**src/rtl/ctim_pkg.sv**
```systemverilog
package ctim_pkg;
  typedef enum logic [1:0] {
    MODE_CMP = 2'b00,
    MODE_RSV = 2'b01,
    MODE_PWM = 2'b10,
    MODE_TMR = 2'b11
  } tmode_e;

  typedef enum logic [1:0] {
    ACT_KEEP = 2'b00,
    ACT_LOW  = 2'b01,
    ACT_HIGH = 2'b10,
    ACT_FLIP = 2'b11
  } pact_e;

  localparam logic [1:0] ADR_CTL0 = 2'd0;
  localparam logic [1:0] ADR_CTL1 = 2'd1;
  localparam logic [1:0] ADR_ALO  = 2'd2;
  localparam logic [1:0] ADR_AHI  = 2'd3;

  localparam logic [2:0] CSEL_EXT_RISE = 3'b110;
endpackage

```
**src/rtl/ctim_regs.sv**
```systemverilog
module ctim_regs
  import ctim_pkg::*;
#(
  parameter int CNT_W = 10,
  parameter int PER_W = 3,
  parameter int DW    = 8
) (
  input  logic             clk,
  input  logic             rst,
  input  logic             wr_en,
  input  logic [1:0]       wr_addr,
  input  logic [DW-1:0]    wr_data,
  output logic             run_o,
  output logic             pause_o,
  output logic [2:0]       csel_o,
  output logic [PER_W-1:0] per_o,
  output tmode_e           mode_o,
  output pact_e            act_o,
  output logic             init_o,
  output logic             inv_o,
  output logic             swap_o,
  output logic             clrsel_o,
  output logic [CNT_W-1:0] cmpa_o
);
  localparam int HI_W    = CNT_W - DW;
  localparam int PER_LSB = 5;

  logic [DW-1:0] lo_hold_q;

  always_ff @(posedge clk) begin
    if (rst) begin
      run_o     <= 1'b0;
      pause_o   <= 1'b0;
      csel_o    <= '0;
      per_o     <= '0;
      mode_o    <= MODE_CMP;
      act_o     <= ACT_KEEP;
      init_o    <= 1'b0;
      inv_o     <= 1'b0;
      swap_o    <= 1'b0;
      clrsel_o  <= 1'b0;
      cmpa_o    <= '0;
      lo_hold_q <= '0;
    end else if (wr_en) begin
      case (wr_addr)
        ADR_CTL0: begin
          run_o   <= wr_data[0];
          pause_o <= wr_data[1];
          csel_o  <= wr_data[4:2];
          per_o   <= wr_data[PER_LSB +: PER_W];
        end
        ADR_CTL1: begin
          mode_o   <= tmode_e'(wr_data[1:0]);
          act_o    <= pact_e'(wr_data[3:2]);
          init_o   <= wr_data[4];
          inv_o    <= wr_data[5];
          swap_o   <= wr_data[6];
          clrsel_o <= wr_data[7];
        end
        ADR_ALO: lo_hold_q <= wr_data;
        default: cmpa_o <= {wr_data[HI_W-1:0], lo_hold_q};
      endcase
    end
  end


  a_commit_only_chk: assert property (@(posedge clk) disable iff (rst)
    !(wr_en && wr_addr == ADR_AHI) |=> $stable(cmpa_o));
endmodule

```
**src/rtl/ctim_tick_sel.sv**
```systemverilog
module ctim_tick_sel
  import ctim_pkg::*;
#(
  parameter int PRE_DIV     = 4,
  parameter int SYNC_STAGES = 2
) (
  input  logic       clk,
  input  logic       rst,
  input  logic [2:0] csel_i,
  input  logic       run_i,
  input  logic       pause_i,
  input  logic       fh16_en_i,
  input  logic       fh64_en_i,
  input  logic       fsub_en_i,
  input  logic       ext_clk_i,
  output logic       tick_o
);
  localparam int PRE_W = (PRE_DIV > 1) ? $clog2(PRE_DIV) : 1;

  logic               div_en;
  logic [SYNC_STAGES:0] ext_sh;
  logic               ext_rise, ext_fall;
  logic               src_en;

  generate
    if (PRE_DIV > 1) begin : g_pre
      logic [PRE_W-1:0] pre_q;
      always_ff @(posedge clk) begin
        if (rst)                              pre_q <= '0;
        else if (pre_q == PRE_W'(PRE_DIV - 1)) pre_q <= '0;
        else                                  pre_q <= pre_q + 1'b1;
      end
      assign div_en = (pre_q == PRE_W'(PRE_DIV - 1));
    end else begin : g_nopre
      assign div_en = 1'b1;
    end
  endgenerate

  always_ff @(posedge clk) begin
    if (rst) ext_sh <= '0;
    else     ext_sh <= {ext_sh[SYNC_STAGES-1:0], ext_clk_i};
  end

  assign ext_rise = ext_sh[SYNC_STAGES-1] & ~ext_sh[SYNC_STAGES];
  assign ext_fall = ~ext_sh[SYNC_STAGES-1] & ext_sh[SYNC_STAGES];

  always_comb begin
    case (csel_i)
      3'b000:  src_en = div_en;
      3'b001:  src_en = 1'b1;
      3'b010:  src_en = fh16_en_i;
      3'b011:  src_en = fh64_en_i;
      3'b100,
      3'b101:  src_en = fsub_en_i;
      3'b110:  src_en = ext_rise;
      default: src_en = ext_fall;
    endcase
  end

  assign tick_o = run_i & ~pause_i & src_en;


  ext_rise_src_chk: assert property (@(posedge clk) disable iff (rst)
    (csel_i == CSEL_EXT_RISE && tick_o) |-> $past(ext_clk_i, 2));
endmodule

```
**src/rtl/ctim_counter.sv**
```systemverilog
module ctim_counter
  import ctim_pkg::*;
#(
  parameter int CNT_W = 10,
  parameter int PER_W = 3
) (
  input  logic             clk,
  input  logic             rst,
  input  logic             tick_i,
  input  logic             run_i,
  input  tmode_e           mode_i,
  input  logic             swap_i,
  input  logic             clrsel_i,
  input  logic [PER_W-1:0] per_i,
  input  logic [CNT_W-1:0] cmpa_i,
  output logic [CNT_W-1:0] cnt_o,
  output logic             p_flag_o,
  output logic             a_flag_o,
  output logic             a_strobe_o
);
  localparam int LOW_W = CNT_W - PER_W;

  logic [CNT_W-1:0] cnt_q, cnt_inc;
  logic             p_hit, a_hit, clr_on_a, p_quiet, clr_now;
  logic             p_flag_q, a_flag_q;

  assign cnt_inc  = cnt_q + 1'b1;
  assign p_hit    = (cnt_inc == {per_i, {LOW_W{1'b0}}});
  assign a_hit    = (cmpa_i != '0) && (cnt_inc == cmpa_i);
  assign clr_on_a = (mode_i == MODE_PWM) ? swap_i : clrsel_i;
  assign p_quiet  = (mode_i == MODE_CMP) && clrsel_i;
  assign clr_now  = clr_on_a ? a_hit : p_hit;

  always_ff @(posedge clk) begin
    if (rst) begin
      cnt_q    <= '0;
      p_flag_q <= 1'b0;
      a_flag_q <= 1'b0;
    end else begin
      p_flag_q <= 1'b0;
      a_flag_q <= 1'b0;
      if (!run_i) begin
        cnt_q <= '0;
      end else if (tick_i) begin
        cnt_q    <= clr_now ? '0 : cnt_inc;
        p_flag_q <= p_hit && !p_quiet;
        a_flag_q <= a_hit;
      end
    end
  end

  assign cnt_o      = cnt_q;
  assign p_flag_o   = p_flag_q;
  assign a_flag_o   = a_flag_q;
  assign a_strobe_o = tick_i && run_i && a_hit;


  stop_clears_chk: assert property (@(posedge clk) disable iff (rst)
    !run_i |=> (cnt_q == '0));


  hold_no_tick_chk: assert property (@(posedge clk) disable iff (rst)
    (run_i && !tick_i) |=> $stable(cnt_q));


  a_flag_nonzero_chk: assert property (@(posedge clk) disable iff (rst)
    a_flag_q |-> $past(cmpa_i != '0));


  p_flag_quiet_chk: assert property (@(posedge clk) disable iff (rst)
    (mode_i == MODE_CMP && clrsel_i && $stable(mode_i) && $stable(clrsel_i)) |-> !p_flag_q);
endmodule

```
**src/rtl/ctim_outstage.sv**
```systemverilog
module ctim_outstage
  import ctim_pkg::*;
#(
  parameter int CNT_W = 10,
  parameter int PER_W = 3
) (
  input  logic             clk,
  input  logic             rst,
  input  logic             run_i,
  input  tmode_e           mode_i,
  input  pact_e            act_i,
  input  logic             init_i,
  input  logic             inv_i,
  input  logic             swap_i,
  input  logic [PER_W-1:0] per_i,
  input  logic [CNT_W-1:0] cmpa_i,
  input  logic [CNT_W-1:0] cnt_i,
  input  logic             a_strobe_i,
  output logic             pin_o
);
  localparam int LOW_W = CNT_W - PER_W;

  logic             out_q;
  logic [CNT_W-1:0] duty;
  logic             pwm_on;

  always_ff @(posedge clk) begin
    if (rst) begin
      out_q <= 1'b0;
    end else if (!run_i) begin
      out_q <= init_i;
    end else if (a_strobe_i && mode_i == MODE_CMP) begin
      case (act_i)
        ACT_LOW:  out_q <= 1'b0;
        ACT_HIGH: out_q <= 1'b1;
        ACT_FLIP: out_q <= ~out_q;
        default:  out_q <= out_q;
      endcase
    end
  end

  assign duty   = swap_i ? {per_i, {LOW_W{1'b0}}} : cmpa_i;
  assign pwm_on = (cnt_i < duty);

  always_comb begin
    case (mode_i)
      MODE_CMP: pin_o = (run_i ? out_q : init_i) ^ inv_i;
      MODE_PWM: pin_o = (run_i ? (pwm_on ? init_i : ~init_i) : init_i) ^ inv_i;
      default:  pin_o = init_i;
    endcase
  end


  flip_action_chk: assert property (@(posedge clk) disable iff (rst)
    (mode_i == MODE_CMP && a_strobe_i && act_i == ACT_FLIP) |=> (out_q != $past(out_q)));
endmodule

```
**src/rtl/pwm_cmp_timer.sv**
```systemverilog
module pwm_cmp_timer
  import ctim_pkg::*;
#(
  parameter int CNT_W       = 10,
  parameter int PER_W       = 3,
  parameter int DW          = 8,
  parameter int PRE_DIV     = 4,
  parameter int SYNC_STAGES = 2
) (
  input  logic             clk,
  input  logic             rst,
  input  logic             bus_wr_en,
  input  logic [1:0]       bus_addr,
  input  logic [DW-1:0]    bus_wdata,
  input  logic             fh16_en_i,
  input  logic             fh64_en_i,
  input  logic             fsub_en_i,
  input  logic             ext_clk_i,
  output logic [CNT_W-1:0] count_o,
  output logic             pin_o,
  output logic             p_irq_o,
  output logic             a_irq_o
);
  logic             run, pause, init_lv, inv, swap, clrsel, tick, a_strobe;
  logic [2:0]       csel;
  logic [PER_W-1:0] per;
  logic [CNT_W-1:0] cmpa, cnt;
  tmode_e           mode;
  pact_e            act;

  ctim_regs #(.CNT_W(CNT_W), .PER_W(PER_W), .DW(DW)) u_regs (
    .clk(clk), .rst(rst), .wr_en(bus_wr_en), .wr_addr(bus_addr), .wr_data(bus_wdata),
    .run_o(run), .pause_o(pause), .csel_o(csel), .per_o(per), .mode_o(mode),
    .act_o(act), .init_o(init_lv), .inv_o(inv), .swap_o(swap), .clrsel_o(clrsel),
    .cmpa_o(cmpa)
  );

  ctim_tick_sel #(.PRE_DIV(PRE_DIV), .SYNC_STAGES(SYNC_STAGES)) u_tick (
    .clk(clk), .rst(rst), .csel_i(csel), .run_i(run), .pause_i(pause),
    .fh16_en_i(fh16_en_i), .fh64_en_i(fh64_en_i), .fsub_en_i(fsub_en_i),
    .ext_clk_i(ext_clk_i), .tick_o(tick)
  );

  ctim_counter #(.CNT_W(CNT_W), .PER_W(PER_W)) u_cnt (
    .clk(clk), .rst(rst), .tick_i(tick), .run_i(run), .mode_i(mode), .swap_i(swap),
    .clrsel_i(clrsel), .per_i(per), .cmpa_i(cmpa), .cnt_o(cnt),
    .p_flag_o(p_irq_o), .a_flag_o(a_irq_o), .a_strobe_o(a_strobe)
  );

  ctim_outstage #(.CNT_W(CNT_W), .PER_W(PER_W)) u_out (
    .clk(clk), .rst(rst), .run_i(run), .mode_i(mode), .act_i(act), .init_i(init_lv),
    .inv_i(inv), .swap_i(swap), .per_i(per), .cmpa_i(cmpa), .cnt_i(cnt),
    .a_strobe_i(a_strobe), .pin_o(pin_o)
  );

  assign count_o = cnt;
endmodule

```
**config.mk**
```make
export PLATFORM = sky130hd
export DESIGN_NAME = pwm_cmp_timer
export DESIGN_NICKNAME = d
export VERILOG_FILES = /design/src/rtl/ctim_pkg.sv /design/src/rtl/ctim_regs.sv /design/src/rtl/ctim_tick_sel.sv /design/src/rtl/ctim_counter.sv /design/src/rtl/ctim_outstage.sv /design/src/rtl/pwm_cmp_timer.sv
export SDC_FILE = /design/constraint.sdc
export NUM_CORES = 1
export LEC_CHECK = 0
export ABC_AREA = 1
export ABC_CLOCK_PERIOD_IN_PS = 2060
export BUFFER_PORTS_ARGS = -buffer_cell sky130_fd_sc_hd__clkbuf_2
export CAP_MARGIN = 5
export CORE_MARGIN = 5
export CORE_UTILIZATION = 60
export CTS_BUF_LIST = sky130_fd_sc_hd__clkbuf_8
export CTS_CLUSTER_SIZE = 20
export DETAILED_ROUTE_END_ITERATION = 6
export GPL_ROUTABILITY_DRIVEN = 0
export HOLD_SLACK_MARGIN = 0.08
export PLACE_DENSITY = 0.81
export SLEW_MARGIN = 20
export SYNTH_ARGS = -nofsm -noshare
export SYNTH_HDL_FRONTEND = slang
export SYNTH_SLANG_ARGS = --single-unit
```
**constraint.sdc**
```tcl
create_clock -name clk -period 2.06 [get_ports clk]
set_input_delay 0.103 -clock clk [delete_from_list [all_inputs] [get_ports clk]]
set_output_delay 0.103 -clock clk [all_outputs]
set_load 0.03 [all_outputs]
```
==> flow_summary_export.csv, run 1 <==
group,metric,value,unit
outcome,status,"complete, but fails checks",
outcome,violations,"setup timing",
floorplanning,die-area,6260,µm²
finish,final_nets,482,
yosys,synthAdderAreaFrac,0.0481,
sta,layout_min_cycle_time,2.42,ns
pwr,power_switching,0.578,mW
floorplanning,start_util,0.610,
global_routing,grt.overflow.total,0,
place,portBuffers,29,
yosys,netlist_instances,415,
pwr,pwr-share-seq,0.538,
sta,fin_crit_sh,1.18,
yosys,syn_area,2860,µm²
finish,antenna_cells,0,
pwr,pwr_density_cell,589,nW/µm²
worst_setup_path,r2r-start,"u_cnt.cnt_o[1]",
floorplanning,die_w,79.1,µm
yosys,ys_seq_elements,52,
routing,drt_iter0_markers,293,
sta,slew_violations,0,
sta,fmax,0.413,GHz
place,dp_hpwl,5.36,mm
cts,cts.clk_slew.worst_paths,0.10,ns
sta,setup_slack,-0.361,ns
cts,h-tree-depth,2,
worst_setup_path,crit_buf_inv,1,
finish,finalInstanceArea,3410,µm²
worst_setup_path,worstPathCellList,"nand2_1 -> o21ai_0 -> ha_1 -> nand2_1 -> nor2_4 -> nand3_2 -> nand3_2 -> nand3_1 -> nand3_2 -> nand3_1 -> nand3_2 -> nand2_2 -> buf_8",
yosys,avgSynthCellArea,6.90,µm²
pwr,combPwrFrac,0.155,
yosys,synthXorXnorAreaFrac,0.00306,
global_routing,grt_max_degree,25,
cts,numCtsBuffers,5,
worst_setup_path,crit_fanout,8,
worst_setup_path,required,1.96,ns
sta,worst_hold_slack,0.0877,ns
worst_setup_path,start_kind,"register",
yosys,ys_seq_area_frac,0.363,
place,dp_cells,494,
flow_run,drv_cap,0,
yosys,muxShareOfSynthArea,0,
place,placed_cell_area,3080,µm²
finish,post-route-util,0.727,
yosys,synth.distinct_cells,30,
sta,finalSetupTns,-0.361,ns
pwr,p_sw_frac,0.287,
sta,finalHoldViolations,0,
global_routing,antenna_found_initial,0,
worst_setup_path,slowest_delay,0.40,ns
routing,wl_per_cell,15.8,µm
min_path,hp-class,"primary input to register",
floorplanning,ioPinCount,30,
worst_setup_path,crit_top_cell,"nand3_2",
sta,slew_headroom,0.598,
cts,clk_latency,0.31,ns
routing,ant_nets,0,
yosys,synth.net_count,443,
pwr,ir_drop,0.457,mV
sta,skew,0.0126,ns
sta,setup_viol,1,
yosys,synth_top_family_by_area,"simple AND/OR/NAND/NOR gates",
global_routing,grt.total_usage,0.248,
min_path,hp-start,"bus_wdata[4]",
global_routing,grt_pass1_vias,2736,
worst_setup_path,critPathSlowestCell,"dfxtp_4",
pwr,p_int,1.43,mW
cts,cts_tree,"yes",
pwr,power.leakage,1.44,nW
floorplanning,core_area,4690,µm²
sta,rsz0062_at_grt,"true",
worst_setup_path,critPathCaptureType,"output pin",
worst_setup_path,cp-startpoint,"u_regs.swap_o",
worst_setup_path,arrival,2.32,ns
yosys,ys_warn_count,0,
floorplanning,rows,25,
worst_setup_path,critPathKind,"register to output pin",
routing,drt_pass1_iterations,5,
routing,route.detailed.drc,0,
sta,worstMarginPinSlew,0.602,ns
yosys,synth-simple-area-share,0.345,
pwr,clockPowerShare,0.307,
routing,wl,8.03,mm
finish,layout.cells.non_filler,508,
yosys,synth_compound_area_frac,0.168,
global_routing,grt_pass1_wl,12.4,mm
finish,drive_gt1_frac,0.249,
floorplanning,die_h,79.1,µm
cts,cts_root_buffer,"clkbuf_8",
routing,viasPerCell,5.91,
routing,vias,3003,
finish,syn2layout_area_growth,19.2,%
cts,clockBufferDepth,2,
cts,cts.sinks,52,
worst_setup_path,cp_top_family,"simple AND/OR/NAND/NOR gates",
==> stage by stage <==
stage               total power, mW  setup WS (ns)
finish                         2.01         -0.361
global route                   2.09         -0.465
CTS                            1.96         -0.147
detailed placement             1.34        -0.0501
global placement               1.33         0.0691
floorplan                      1.27         0.0657
==> tightest hold or removal path: cells and delay by family <==
kind / cells / cell delay (ns)
buf+inv: 1 / 0.11
simple gates: 2 / 0.15
==> cell type report <==
type                    count  area, µm²
well taps                  54       67.6
inverters                  42        163
fillers                   375       1280
clock inverters             1       8.76
clock buffers               6       82.6
flip-flops and latches     52       1050
repair buffers             42        267
multi-input cells         311       1770
==> power by group through the flow <==
stage	combinational [mW]	sequential [mW]	clock (mW)
2_1_floorplan	0.174	1.09	0
3_5_place_dp	0.243	1.10	0
5_1_grt	0.345	1.09	0.660
4_1_cts	0.263	1.08	0.618
3_3_place_gp	0.234	1.10	0
6_report	0.312	1.08	0.618
==> worst paths after layout <==
path                               to  slack, ns  depth (start not counted)
setup / recovery                pin_o      -0.36                         13
hold reg to reg      u_tick.ext_sh[1]       0.41                          2
hold / removal    u_regs.lo_hold_q[4]       0.09                          3
setup reg to reg       u_cnt.cnt_o[2]       0.15                         12
==> repair_timing <==
item | CTS | global route
buffers inserted | 1 | 1
hold buffers | 4 | 0
cloned | 0 | 1
pin swaps | 6 | 19
endpoints found under the hold margin | 8 | 0
resized for setup | 14 | 37
endpoints found under the setup margin | 1 | 12
==> synthesized netlist by cell type <==
cell	instances	area, µm²
nand2_1	73	274
nor2_1	57	214
o21ai_0	53	265
dfxtp_1	52	1040
inv_1	40	150
nand3_1	36	180
a21oi_1	34	170
ha_1	11	138
nand2_2	10	62.6
clkbuf_1	8	30.0
nor2_4	5	56.3
nor3_1	5	25.0
nand3_2	4	40.0
nor2_2	4	25.0
nand3_4	3	52.6
nand4_1	3	18.8
a211oi_1	2	15.0
buf_4	2	15.0
nand3b_1	2	15.0
a21boi_0	1	7.51
buf_2	1	5.00
clkinv_1	1	3.75
inv_2	1	3.75
nand2_4	1	11.3
nor3b_1	1	7.51
o21a_1	1	7.51
o21ai_2	1	8.76
o22ai_1	1	6.26
or2_2	1	6.26
xor2_1	1	8.76
==> logic make-up (layout without fill, tap and decap cells) <==
group,after synthesis,in the layout
buf+inv,53,91
compound gates,93,93
fa+ha+maj,11,11
xor+xnor,1,1
simple gates,205,206
flops,52,52
==> cell usage in the layout (no fill, tap or decap), types with 2 or more instances in the layout <==
cell / instances
nand2_1: 65
nor2_1: 55
o21ai_0: 50
dfxtp_1: 43
inv_1: 37
a21oi_1: 32
nand3_1: 31
clkbuf_2: 28
nand2_2: 18
nand3_2: 9
buf_4: 8
dfxtp_2: 8
nor2_4: 6
ha_1: 6
clkbuf_8: 6
nor2_2: 5
ha_4: 5
nand3_4: 4
nor3_1: 4
dlygate4sd3_1: 4
inv_2: 3
o21ai_2: 3
nand4_1: 3
a21oi_2: 2
nand3b_1: 2
a211oi_1: 2
==> sequential cells by signal (all words and copies together), names as in the netlist, 2 cells and up <==
name                cells
u_cnt.cnt_o            10
u_regs.csel_o           3
u_regs.mode_o           2
u_tick.ext_sh           3
u_regs.cmpa_o          10
u_regs.act_o            2
u_tick.g_pre.pre_q      2
u_regs.per_o            3
u_regs.lo_hold_q        8
==> layer usage <==
metal	up-vias	routed length [µm]	track usage
met3	30	584	0.0385
met2	155	3890	0.426
li1	1442	-	-
met4	0	265	0.0842
met1	1376	3280	0.315
met5	-	0	0
Note: power is estimated with default switching activity, not from simulation.
==> run 2: changes to the inputs <==
- PLACE_DENSITY: 0.81 -> 0.8
- SYNTH_HIERARCHICAL: default -> 1
==> flow_summary_export.csv, run 2 <==
group,metric,value,unit
min_path,hp-start,"bus_wdata[5]",
pwr,ir_drop,0.451,mV
worst_setup_path,start_kind,"register",
sta,setup_viol,2,
pwr,p_int,1.42,mW
pwr,combPwrFrac,0.177,
yosys,synth.distinct_cells,40,
global_routing,grt_pass1_vias,3229,
finish,layout_common_cells,"141 x nand2_1, 88 x nor2_1, 83 x inv_1",
global_routing,grt_max_degree,35,
finish,final_nets,633,
yosys,ys.flop_type,"dfxtp_1",
cts,clockBufferDepth,2,
cts,h-tree-depth,2,
pwr,p_total,2.03,mW
min_path,hp-class,"primary input to register",
global_routing,use_met3,0.0427,
floorplanning,start_util,0.619,
yosys,ys_seq_elements,52,
finish,finalInstanceArea,4280,µm²
yosys,synthTopCellsByArea,"dfxtp_1 31%, nand2_1 17%, nor2_1 9.8%, inv_1 9.6%, nand3_1 6.2%",
sta,worstMarginPinSlew,0.943,ns
floorplanning,die_w,85.4,µm
finish,antenna_cells,0,
pwr,clockPowerShare,0.290,
worst_setup_path,crit_buf_inv,3,
cts,cts.sinks,52,
global_routing,grt_pass1_wl,14.1,mm
yosys,synth_most_common_cell,"nand2_1",
yosys,synth.top_cell.area_share,0.306,
yosys,ys_seq_area_frac,0.306,
yosys,synth_commonest_cells,"153 x nand2_1, 89 x nor2_1, 87 x inv_1, 52 x dfxtp_1, 42 x nand3_1",
worst_setup_path,crit_fanout,5,
global_routing,busiest_layer,"met2",
sta,layout_min_cycle_time,2.29,ns
worst_setup_path,crit_cells,15,
global_routing,use_met2,0.383,
routing,vias,3518,
worst_setup_path,arrival,2.19,ns
floorplanning,die-area,7290,µm²
place,placed_cell_area,3850,µm²
worst_setup_path,r2r_cells,16,
routing,route.detailed.drc,0,
global_routing,grt.overflow.total,0,
yosys,syn_area,3410,µm²
finish,syn2layout_area_growth,25.7,%
finish,drive_gt1_frac,0.280,
pwr,power.leakage,2.04,nW
pwr,pwr_density_cell,475,nW/µm²
worst_setup_path,worstPathCellList,"mux2i_1 -> ha_1 -> nand2_2 -> inv_2 -> nand2_4 -> inv_2 -> nand2_2 -> nand3_4 -> nand2_4 -> nand2_2 -> nand3_2 -> nand3_2 -> nand3_2 -> nand2_2 -> buf_8",
outcome,violations,"setup timing",
routing,viasPerCell,5.21,
finish,layout.cells.non_filler,675,
pwr,pwr-share-seq,0.533,
sta,rsz0062_at_grt,"true",
cts,cts_root_buffer,"clkbuf_8",
yosys,synth-async-reset-ratio,0,
routing,drt_pass1_iterations,5,
cts,cts.clk_slew.worst_paths,0.10,ns
min_path,whs_path_depth,3,
place,dp_cells,659,
finish,final_common_cell,"nand2_1",
pwr,power_switching,0.616,mW
cts,cts_tree,"yes",
yosys,avgSynthCellArea,6.36,µm²
worst_setup_path,critPathSlowestCell,"dfxtp_4",
worst_setup_path,crit_top_cell,"nand2_2",
worst_setup_path,crit_end,"pin_o",
yosys,synth.net_count,566,
sta,skew,0.00396,ns
worst_setup_path,r2r-start,"u_cnt/cnt_o[0]",
worst_setup_path,slowest_delay,0.41,ns
cts,clk_latency,0.31,ns
global_routing,use_met1,0.306,
floorplanning,rows,27,
worst_setup_path,critPathCaptureType,"output pin",
cts,numCtsBuffers,5,
global_routing,grt.total_usage,0.234,
yosys,ys_warn_count,6,
floorplanning,die_h,85.4,µm
worst_setup_path,cp-startpoint,"u_regs/swap_o",
place,portBuffers,29,
worst_setup_path,critPathKind,"register to output pin",
worst_setup_path,required,1.96,ns
yosys,synth_edf_count,0,
sta,slew_violations,0,
worst_setup_path,r2r_slack,-0.06,ns
pwr,p_sw_frac,0.303,
yosys,synth_top_area_cell,"dfxtp_1",
routing,drt_iter0_markers,338,
sta,slew_headroom,0.368,
sta,finalHoldViolations,0,
sta,fmax,0.436,GHz
routing,ant_nets,0,
routing,wl_per_cell,13.5,µm
floorplanning,ioPinCount,30,
flow_run,drv_cap,0,
sta,fin_crit_sh,1.11,
place,dp_hpwl,5.89,mm
yosys,netlist_instances,536,
worst_setup_path,worst_r2r_endpoint,"u_out/out_q",
outcome,status,"complete, but fails checks",
floorplanning,core_area,5510,µm²
worst_setup_path,cp_top_family,"simple AND/OR/NAND/NOR gates",
global_routing,antenna_found_initial,0,
sta,setup_slack,-0.234,ns
routing,wl,9.11,mm
run 2: cell types whose count changed after synthesis, sizes merged, moves of 4 or more:
cell / change
a21oi: -7
buf: +4
nand2: +75
nand3: +8
nor2: +32
inv: +49
o21ai: -49
run 2: cell families (layout without fill, tap and decap cells):
logic type | Yosys count | in the layout | share of synthesized area
simple gates | 323 | 325 | 0.431
compound gates | 37 | 37 | 0.0668
flops | 52 | 52 | 0.306
mux | 3 | 3 | 0.00881
xor+xnor | 3 | 3 | 0.00992
fa+ha+maj | 13 | 13 | 0.0477
buf+inv | 105 | 170 | 0.130
run 2: worst min-delay path: stages:
cell and delay, ns:
clkbuf_2 0.11, nor2_1 0.05, nor2_1 0.09
run 2: layout make-up:
| cell class | instances | area (µm²) |
|---|---|---|
| Multi-Input combinational cell | 381 | 2170 |
| Fill cell | 406 | 1220 |
| Sequential cell | 52 | 1070 |
| Timing Repair Buffer | 71 | 520 |
| Inverter | 92 | 349 |
| Tap cell | 72 | 90.1 |
| Clock buffer | 5 | 68.8 |
| Clock inverter | 2 | 16.3 |
run 2: what timing repair did:
item,CTS,global route
hold buffers,4,0
pin swaps,3,24
endpoints found under the setup margin,2,13
endpoints found under the hold margin,7,0
cloned,0,2
resized for setup,11,54
buffers inserted,0,3
run 2: worst min-delay path by stage:
stage                             to  slack, ns
finish                  u_regs/inv_o       0.07
global route            u_regs/inv_o       0.09
CTS                     u_regs/inv_o       0.08
detailed placement  u_tick/ext_sh[0]       0.30
global placement    u_tick/ext_sh[0]       0.30
floorplan                u_out/out_q       0.17
run 2: power by group through the flow:
stage	Sequential [mW]	Clock (mW)	Combinational [mW]
after CTS	1.08	0.602	0.322
final	1.08	0.590	0.360
after global placement	1.11	0	0.296
after detailed placement	1.11	0	0.306
after floorplan	1.10	0	0.232
after global routing	1.09	0.655	0.411
run 2: per-layer routing:
metal | vias to the layer above | wire [µm]
li1 | 1774 | -
met1 | 1558 | 3760
met2 | 154 | 4380
met3 | 32 | 676
met4 | 0 | 292
met5 | - | 0
run 2: stage by stage:
stage	hold slack, ns	TNS, ns	util	worst slack [ns]
6_report	0.0742	-0.299	0.778	-0.234
5_1_grt	0.0917	-1.17	0.778	-0.365
4_1_cts	0.0809	-0.270	0.730	-0.238
3_5_place_dp	0.300	-0.196	0.699	-0.131
3_3_place_gp	0.301	-0.00378	0.699	-0.00378
2_1_floorplan	0.172	0	-	0.0194
==> run 3: changes to the inputs <==
- CORE_UTILIZATION: 60 -> 35
- PLACE_DENSITY: 0.8 -> default
==> flow_summary_export.csv, run 3 (synthesis results as in run 2) <==
group,metric,value,unit
place,dp_cells,720,
floorplanning,die_h,109,µm
place,dp_hpwl,6.26,mm
global_routing,grt_pass1_vias,2896,
global_routing,grt_pass1_wl,13.8,mm
floorplanning,rows,36,
finish,syn2layout_area_growth,25.8,%
global_routing,grt.total_usage,0.145,
place,portBuffers,29,
worst_setup_path,r2r-start,"u_cnt/cnt_o[2]",
cts,clockBufferDepth,2,
routing,viasPerCell,4.56,
worst_setup_path,worstPathCellList,"mux2i_1 -> ha_1 -> a21o_1 -> nor2_4 -> nand3_4 -> nand2_2 -> nand2_2 -> nand3_2 -> nand3_2 -> nand3_2 -> nand2_2 -> buf_8",
global_routing,grt.overflow.total,0,
cts,cts.clk_slew.worst_paths,0.11,ns
sta,slew_violations,0,
cts,cts_tree,"yes",
routing,wl,8.72,mm
finish,register_area,1070,µm²
sta,setup_viol,2,
routing,vias,3366,
outcome,violations,"setup timing",
place,placed_cell_area,3900,µm²
cts,clk_latency,0.31,ns
finish,drive_gt1_frac,0.264,
worst_setup_path,critPathSlowestCell,"dfxtp_4",
routing,ant_nets,0,
sta,skew,0.0171,ns
floorplanning,start_util,0.353,
worst_setup_path,r2r_slack,-0.04,ns
worst_setup_path,worst_r2r_endpoint,"u_out/out_q",
outcome,status,"complete, but fails checks",
sta,worst_hold_slack,0.0963,ns
pwr,ir_drop,0.281,mV
worst_setup_path,required,1.96,ns
finish,final_common_cell,"nand2_1",
sta,worstMarginPinSlew,0.593,ns
finish,post-route-util,0.445,
finish,layout.cells.non_filler,738,
worst_setup_path,slowest_delay,0.41,ns
worst_setup_path,critPathKind,"register to output pin",
sta,finalHoldViolations,0,
sta,layout_min_cycle_time,2.27,ns
global_routing,antenna_found_initial,0,
min_path,min_to,"u_regs/lo_hold_q[3]",
min_path,hp-class,"primary input to register",
floorplanning,die-area,11800,µm²
floorplanning,core_area,9640,µm²
global_routing,grt_max_degree,35,
cts,cts.sinks,52,
flow_run,drv_cap,0,
worst_setup_path,critPathCaptureType,"output pin",
pwr,p_total,2.05,mW
routing,drt_pass1_iterations,4,
pwr,pwr_density_cell,478,nW/µm²
routing,route.detailed.drc,0,
finish,antenna_cells,0,
finish,nFillCells,1013,
sta,setup_slack,-0.214,ns
pwr,power.leakage,2.06,nW
routing,drt_iter0_markers,201,
min_path,whs_path_depth,3,
finish,layout_common_cells,"138 x nand2_1, 88 x nor2_1, 85 x inv_1",
routing,wl_per_cell,11.8,µm
worst_setup_path,crit_fanout,5,
finish,final_nets,634,
floorplanning,ioPinCount,30,
worst_setup_path,start_kind,"register",
sta,rsz0062_at_grt,"true",
sta,finalSetupTns,-0.258,ns
cts,cts_root_buffer,"clkbuf_8",
sta,slew_headroom,0.604,
worst_setup_path,arrival,2.17,ns
finish,finalInstanceArea,4290,µm²
floorplanning,die_w,109,µm
finish,multi_input_area,2100,µm²
min_path,hp-start,"bus_wdata[3]",
place,pre_cts_ws,-0.0850,ns
cts,h-tree-depth,2,
sta,fin_crit_sh,1.10,
cts,numCtsBuffers,5,
sta,fmax,0.440,GHz
worst_setup_path,r2r_cells,16,
## run 3: area by class of cell
class,count,share of cell area
tap,133,0.0388
clock inverter,3,0.00496
sequential,52,0.249
clock buffer,5,0.0161
timing repair buffer,73,0.119
inverter,92,0.0823
multi-input combinational,380,0.489
## run 3: routing by layer
layer,track usage,wire (µm),vias to the layer above
li1,-,-,1775
met1,0.211,4470,1533
met2,0.225,3870,56
met3,0.0243,330,2
met4,0.0334,46,0
met5,0,0,-
## run 3: repair_timing
action,CTS,global route
hold endpoints to repair,9,0
gates cloned,0,1
buffers inserted,1,2
setup endpoints to repair,2,12
gates resized for setup,9,47
hold buffers,6,0
pin swaps,10,29
## run 3: worst max-delay path, delay by kind of cell, from the launching register on
kind,cells,cell delay [ns]
AOI/OAI and AO/OA,1,0.22
adders and majority gates,1,0.27
muxes,1,0.19
and+or+nand+nor,8,0.63
buffers and inverters,1,0.13
DFF,1,0.41
## run 3: power by group
group	switching, mW	leakage [nW]	total (mW)	internal (mW)
sequential	0.0439	0.431	1.09	1.04
combinational	0.207	1.58	0.346	0.139
clock	0.369	0.0503	0.614	0.245
total	0.620	2.06	2.05	1.43
## run 3: worst max path at each step
stage                               from           to  slack, ns  cells after the start
after floorplan           u_cnt/cnt_o[0]  u_out/out_q       0.02                     15
after global placement     u_regs/swap_o        pin_o      -0.04                     15
after detailed placement   u_regs/swap_o        pin_o      -0.09                     15
after CTS                  u_regs/swap_o        pin_o      -0.28                     15
after global routing       u_regs/swap_o        pin_o      -0.34                     13
final                      u_regs/swap_o        pin_o      -0.21                     12
